--- config.mk ---
export PLATFORM = sky130hd
export DESIGN_NAME = dmem_stall_ctrl
export DESIGN_NICKNAME = d
export VERILOG_FILES = /design/src/rtl/dmem_stall_pkg.sv /design/src/rtl/dmem_req_former.sv /design/src/rtl/dmem_status_fsm.sv /design/src/rtl/dmem_stall_stats.sv /design/src/rtl/dmem_stall_ctrl.sv
export SDC_FILE = /design/constraint.sdc
export NUM_CORES = 1
export LEC_CHECK = 0
export CAP_MARGIN = 30
export CORE_ASPECT_RATIO = 2
export CORE_MARGIN = 2
export CORE_UTILIZATION = 42
export CTS_CLUSTER_DIAMETER = 200
export DETAILED_ROUTE_END_ITERATION = 8
export PLACE_DENSITY = 0.88
export SYNTH_ARGS = -nofsm -noshare
export SYNTH_HDL_FRONTEND = slang
export SYNTH_SLANG_ARGS = --single-unit
--- constraint.sdc ---
create_clock -name clk -period 1.96 [get_ports clk]
set_input_delay 0.196 -clock clk [delete_from_list [all_inputs] [get_ports clk]]
set_output_delay 0.196 -clock clk [all_outputs]
set_load 0.005 [all_outputs]
--- src/rtl/dmem_stall_pkg.sv ---
`timescale 1ns/1ps
package dmem_stall_pkg;

    // Status encoding is visible on the status port.
    typedef enum logic [2:0] {
        ST_IDLE      = 3'd0,
        ST_RUN       = 3'd1,
        ST_LD_STALL  = 3'd2,
        ST_ST_STALL  = 3'd3,
        ST_FILL_DONE = 3'd4,
        ST_BLOCKED   = 3'd5
    } dstat_e;

    typedef enum logic {
        CMD_READ  = 1'b0,
        CMD_WRITE = 1'b1
    } mcmd_e;

    // Per-cycle events seen by the status machine.
    typedef struct packed {
        logic accepted;
        logic store;
        logic hit;
        logic fill;
        logic enable;
        logic intr;
    } fsm_evt_t;

    function automatic logic stat_is_stall(dstat_e s);
        return (s == ST_LD_STALL) || (s == ST_ST_STALL);
    endfunction

    function automatic mcmd_e cmd_of(logic is_store);
        return is_store ? CMD_WRITE : CMD_READ;
    endfunction

endpackage

--- src/rtl/dmem_req_former.sv ---
`timescale 1ns/1ps
module dmem_req_former
    import dmem_stall_pkg::*;
#(
    parameter int ADDR_W    = 32,
    parameter int SIZE_W    = 2,
    parameter int FLAG_W    = 4,
    parameter int FETCH_BIT = 0
) (
    input  logic              accept,
    input  logic              issue_valid,
    input  logic              issue_store,
    input  logic [ADDR_W-1:0] issue_addr,
    input  logic [SIZE_W-1:0] issue_size,
    input  logic [FLAG_W-1:0] issue_flags,
    output logic              req_valid,
    output mcmd_e             req_cmd,
    output logic [ADDR_W-1:0] req_addr,
    output logic [SIZE_W-1:0] req_size,
    output logic [FLAG_W-1:0] req_flags
);

    assign req_valid = issue_valid && accept;
    assign req_cmd   = cmd_of(issue_store);
    assign req_addr  = issue_addr;
    assign req_size  = issue_size;

    // The instruction-fetch marker never reaches the data port.
    for (genvar b = 0; b < FLAG_W; b++) begin : g_flag
        if (b == FETCH_BIT) begin : g_clr
            assign req_flags[b] = 1'b0;
        end else begin : g_pass
            assign req_flags[b] = issue_flags[b];
        end
    end

endmodule

--- src/rtl/dmem_status_fsm.sv ---
`timescale 1ns/1ps
module dmem_status_fsm
    import dmem_stall_pkg::*;
(
    input  logic     clk,
    input  logic     rst,
    input  fsm_evt_t evt,
    output dstat_e   state_q,
    output logic     miss_start
);

    dstat_e state_d;

    assign miss_start = evt.accepted && !evt.hit;

    always_comb begin
        state_d = state_q;
        unique case (state_q)
            ST_IDLE: begin
                if (evt.intr)        state_d = ST_BLOCKED;
                else if (evt.enable) state_d = ST_RUN;
            end
            ST_RUN: begin
                if (miss_start)      state_d = evt.store ? ST_ST_STALL : ST_LD_STALL;
                else if (evt.intr)   state_d = ST_BLOCKED;
                else if (!evt.enable) state_d = ST_IDLE;
            end
            ST_LD_STALL, ST_ST_STALL: begin
                if (evt.fill)        state_d = ST_FILL_DONE;
            end
            ST_FILL_DONE: state_d = ST_RUN;
            ST_BLOCKED: begin
                if (!evt.intr)       state_d = evt.enable ? ST_RUN : ST_IDLE;
            end
            default: state_d = ST_IDLE;
        endcase
    end

    always_ff @(posedge clk) begin
        if (rst) state_q <= ST_IDLE;
        else     state_q <= state_d;
    end

    p_load_miss_r3: assert property (@(posedge clk) disable iff (rst)
        (evt.accepted && !evt.store && !evt.hit) |=> state_q == ST_LD_STALL);

    p_store_miss_r4: assert property (@(posedge clk) disable iff (rst)
        (evt.accepted && evt.store && !evt.hit) |=> state_q == ST_ST_STALL);

    p_hit_keeps_r5: assert property (@(posedge clk) disable iff (rst)
        (evt.accepted && evt.hit) |=> state_q == ST_RUN);

    p_fill_done_r7: assert property (@(posedge clk) disable iff (rst)
        (state_q == ST_FILL_DONE) |=> state_q == ST_RUN);

    p_stall_holds_r7: assert property (@(posedge clk) disable iff (rst)
        (stat_is_stall(state_q) && !evt.fill) |=> $stable(state_q));

endmodule

--- src/rtl/dmem_stall_stats.sv ---
`timescale 1ns/1ps
module dmem_stall_stats #(
    parameter int CNT_W  = 16,
    parameter int TIME_W = 16
) (
    input  logic              clk,
    input  logic              rst,
    input  logic              in_stall,
    input  logic              miss_start,
    output logic [CNT_W-1:0]  stall_cycles,
    output logic [TIME_W-1:0] last_stall_at
);

    localparam logic [CNT_W-1:0] CNT_MAX = '1;

    logic [TIME_W-1:0] timer_q;

    always_ff @(posedge clk) begin
        if (rst) timer_q <= '0;
        else     timer_q <= timer_q + 1'b1;
    end

    always_ff @(posedge clk) begin
        if (rst)                                   stall_cycles <= '0;
        else if (in_stall && stall_cycles != CNT_MAX) stall_cycles <= stall_cycles + 1'b1;
    end

    always_ff @(posedge clk) begin
        if (rst)             last_stall_at <= '0;
        else if (miss_start) last_stall_at <= timer_q;
    end

    p_sat_hold_r10: assert property (@(posedge clk) disable iff (rst)
        (stall_cycles == CNT_MAX) |=> stall_cycles == CNT_MAX);

    p_count_step_r10: assert property (@(posedge clk) disable iff (rst)
        (in_stall && stall_cycles != CNT_MAX) |=> stall_cycles == $past(stall_cycles) + 1'b1);

    p_stamp_r11: assert property (@(posedge clk) disable iff (rst)
        miss_start |=> last_stall_at == $past(timer_q));

endmodule

--- src/rtl/dmem_stall_ctrl.sv ---
`timescale 1ns/1ps
module dmem_stall_ctrl
    import dmem_stall_pkg::*;
#(
    parameter int ADDR_W    = 32,
    parameter int SIZE_W    = 2,
    parameter int FLAG_W    = 4,
    parameter int FETCH_BIT = 0,
    parameter int CNT_W     = 16,
    parameter int TIME_W    = 16
) (
    input  logic              clk,
    input  logic              rst,
    input  logic              be_enable,
    input  logic              intr_block,
    input  logic              issue_valid,
    input  logic              issue_store,
    input  logic [ADDR_W-1:0] issue_addr,
    input  logic [SIZE_W-1:0] issue_size,
    input  logic [FLAG_W-1:0] issue_flags,
    output logic              req_valid,
    output logic              req_cmd,
    output logic [ADDR_W-1:0] req_addr,
    output logic [SIZE_W-1:0] req_size,
    output logic [FLAG_W-1:0] req_flags,
    input  logic              rsp_hit,
    input  logic              fill_done,
    output logic              blocked,
    output logic [2:0]        status,
    output logic [CNT_W-1:0]  stall_cycles,
    output logic [TIME_W-1:0] last_stall_at
);

    dstat_e   state_q;
    fsm_evt_t evt;
    mcmd_e    cmd_w;
    logic     accept;
    logic     in_stall;
    logic     miss_start;

    assign in_stall = stat_is_stall(state_q);
    assign blocked  = in_stall || intr_block;
    assign accept   = (state_q == ST_RUN) && be_enable && !intr_block;

    assign evt = '{accepted: req_valid, store: issue_store, hit: rsp_hit,
                   fill: fill_done, enable: be_enable, intr: intr_block};

    dmem_req_former #(
        .ADDR_W(ADDR_W), .SIZE_W(SIZE_W), .FLAG_W(FLAG_W), .FETCH_BIT(FETCH_BIT)
    ) u_req (
        .accept(accept), .issue_valid(issue_valid), .issue_store(issue_store),
        .issue_addr(issue_addr), .issue_size(issue_size), .issue_flags(issue_flags),
        .req_valid(req_valid), .req_cmd(cmd_w), .req_addr(req_addr),
        .req_size(req_size), .req_flags(req_flags)
    );

    dmem_status_fsm u_fsm (
        .clk(clk), .rst(rst), .evt(evt), .state_q(state_q), .miss_start(miss_start)
    );

    dmem_stall_stats #(.CNT_W(CNT_W), .TIME_W(TIME_W)) u_stats (
        .clk(clk), .rst(rst), .in_stall(in_stall), .miss_start(miss_start),
        .stall_cycles(stall_cycles), .last_stall_at(last_stall_at)
    );

    assign req_cmd = cmd_w;
    assign status  = state_q;

    p_no_req_blocked_r9: assert property (@(posedge clk) disable iff (rst)
        req_valid |-> !blocked);

    p_stall_blocks_r6: assert property (@(posedge clk) disable iff (rst)
        (status == 3'd2 || status == 3'd3) |-> blocked);

    p_fetch_clear_r8: assert property (@(posedge clk) disable iff (rst)
        req_valid |-> !req_flags[FETCH_BIT]);

    p_intr_park_r12: assert property (@(posedge clk) disable iff (rst)
        (intr_block && (status == 3'd0 || (status == 3'd1 && !req_valid))) |=> status == 3'd5);

endmodule

==> flow_summary.toml <==
[drt]
dr.pass1.iters = 4
detail_route.wl_per_cell_um = 12.1
drt_iter0_markers = 79
drc = 0
ant_nets = 0
vias = 2194
routed_wl_um = 5080
vias_per_cell = 5.25

[timing]
hold_viol = 0
period_minus_slack_ps = 1800
tightest_slew_ps = 505
fin_skew_ps = 7.58
finalSetupTns_ps = 0
grt_setup_unrepaired = "false"
setup_ws_ps = 159
max_freq_mhz = 555
slew_headroom_pct = 66.0
fin_crit_sh_pct = 91.9
setup_viol = 0
slew_violations = 0

[die]
chipWidth_um = 60.1
start_util_pct = 42.7
die_y_um = 116
fp.coreArea_um2 = 6210
io_pins = 122
rows = 41
die-area_um2 = 6990

[synth]
synth_fp_nets = 368
ys_warn_count = 0
post_synth.cell_area_avg_um2 = 8.27
ys_types = 48
syn-cell-area_um2 = 2650
synth-seq-area-share_pct = 38.6
ys_async_sr_fraction_pct = 0
postSynthCellCount = 320
synth_ff_type = "dfxtp_1"
ys_ff_latch = 51
synth_edf_count = 0

[cts]
clk_pin_slew_ps = 60
clock_latency_ps = 290
ctsLongestPathBuffers = 2
cts_made_buffers = 5
post-cts-setup-buffers = 0
cts_root_buffer = "clkbuf_16"
cts_sinks = 51
h-tree-depth = 2
tritoncts = "built"

[global_route]
grt_pass1_vias = 1973
grt_util_all_layers_pct = 15.3
grt_start_max_net_pins = 32
antenna_found_initial = 0
globalRouteOverflowTotal = 0
grt_pass1_wl_um = 8540

[cells_and_area]
layout-drive-gt1-share_pct = 10.5
fin_area_um2 = 3090
regArea_um2 = 1020
syn_to_final_growth_pct = 16.7
nFillCells = 571
final_common_cell = "dfxtp_1"
final_nets = 379
multi_input_area_um2 = 1230
n_antenna_cell = 0
layout_common_cells = "51 x dfxtp_1, 48 x nand2_1, 43 x clkdlybuf4s50_1, 25 x nor2_1, 23 x a21oi_1"

[place]
place_congestion = 0.839
place_ws_ps = 20.4
post_dp_cell_area_um2 = 2940
numPortBuffers = 45
place_hpwl_um = 3580

[power_and_ir_drop]
total_power_w = 0.00206
power.leakage_nw = 1.04
peakVddDrop_uv = 407
powerDensity_nw_per_um2 = 667

[critical_path]
start_kind = "flop"
crit_chain = "buf_4 -> or4_1 -> a21oi_1 -> nor2_1 -> o311a_1"
crit_start = "u_fsm.state_q[1]$_SDFFE_PP0P_"
critPathMaxStageDelay_ps = 490
cp-end-kind = "flop"
cp.arrival_ps = 1970
required_ps = 2130
crit_type = "flop to flop"
cp_slowest_cell = "or4_1"
r2r-start = "u_fsm.state_q[1]$_SDFFE_PP0P_"
path_max_fanout = 6

[status]
outcome = "finished, final reports clean"

[worst_hold_path]
hp-class = "input port to flop"
hold_start = "rst"

[run]
cap_violations = 0
==> cells by family (layout without fill, tap and decap cells) <==
kind of cell | Yosys count | in the layout | synth area share, %
adders and majority gates | 2 | 2 | 0.945
AOI/OAI and AO/OA | 59 | 59 | 14.7
buffers and inverters | 60 | 72 | 15.0
and+or+nand+nor | 134 | 134 | 26.1
muxes | 3 | 3 | 1.23
other | 1 | 1 | 0.142
xor gates and xnor gates | 10 | 10 | 3.31
DFF | 51 | 51 | 38.6
==> critical path: cells and delay by family, from the launching register on <==
kind / cells / cell delay (ps)
AOI/OAI and AO/OA: 2 / 550
buffers and inverters: 1 / 180
DFF: 1 / 360
and+or+nand+nor: 2 / 600
==> where the power goes <==
part           internal (W)  switching (W)
Clock              0.000511       0.000362
Combinational     0.0000599      0.0000650
Sequential          0.00105      0.0000154
==> through the flow <==
step / util, % / instances / hold slack (ps)
CTS: 49.8 / 418 / 330
global route: 49.8 / 418 / 342
detailed placement: 47.3 / 410 / 392
floorplan: - / 320 / 405
global placement: 47.3 / 410 / 392
finish: 49.8 / 418 / 332
==> Yosys cell counts (2+ instances only) <==
library cell	instances	area share, %
o21ai_0	6	1.1
nor3_1	2	0.38
clkbuf_1	7	0.99
nand2_1	48	6.8
a21oi_1	23	4.3
a211oi_1	4	1.1
a21oi_2	7	2.3
dfxtp_1	51	39
o211ai_1	2	0.57
inv_1	6	0.85
buf_6	2	0.85
nor4_1	4	0.95
mux2_2	2	0.85
or4_1	6	1.7
nand2b_1	7	1.7
nand4_1	10	2.4
and4_1	3	0.99
nor2_1	25	3.5
buf_4	40	11
buf_2	5	0.95
xor2_1	9	3.0
nand3_1	10	1.9
o311a_1	2	0.76
ha_1	2	0.95
o31a_1	2	0.66
or3_1	4	0.95
nor2b_1	3	0.71
and3_1	4	0.95
o31ai_1	4	1.1
a31oi_1	2	0.47
==> final cells by class <==
| class | instances | share of cell area (%) |
|---|---|---|
| clock buffers | 7 | 4.62 |
| clock inverters | 1 | 0.284 |
| inverters | 6 | 0.729 |
| multi-input cells | 209 | 39.9 |
| flip-flops and latches | 51 | 33.0 |
| well taps | 86 | 3.48 |
| repair buffers | 58 | 17.9 |
==> metal layers <==
metal  GRT usage (%)  share of wire, %  vias to the layer above
li1                -                 -                     1101
met1            19.3                46                     1031
met2            25.3                49                       56
met3            3.77               4.2                        6
met4            4.44               1.2                        0
met5               0                 0                        -
==> state kept, by name, indices dropped and copies added (netlist names) <==
name / flops
u_stats.timer_q: 16
u_stats.last_stall_at: 16
u_stats.stall_cycles: 16
u_fsm.state_q: 3
==> what timing repair did <==
item,4_1_cts,5_1_grt
resized for setup,2,0
hold buffers,0,0
hold endpoints to repair,0,0
setup endpoints to repair,1,0
==> final timing paths <==
kind                                           end  slack (ps)  cells after the start
max reg2reg          u_fsm.state_q[2]$_SDFFE_PP0P_         160                      5
min reg2reg  u_stats.last_stall_at[5]$_SDFFE_PP0P_         450                      2
min           u_stats.stall_cycles[7]$_SDFFE_PP0P_         330                      2
max                  u_fsm.state_q[2]$_SDFFE_PP0P_         160                      5
Power figures use the tool's default switching activity.
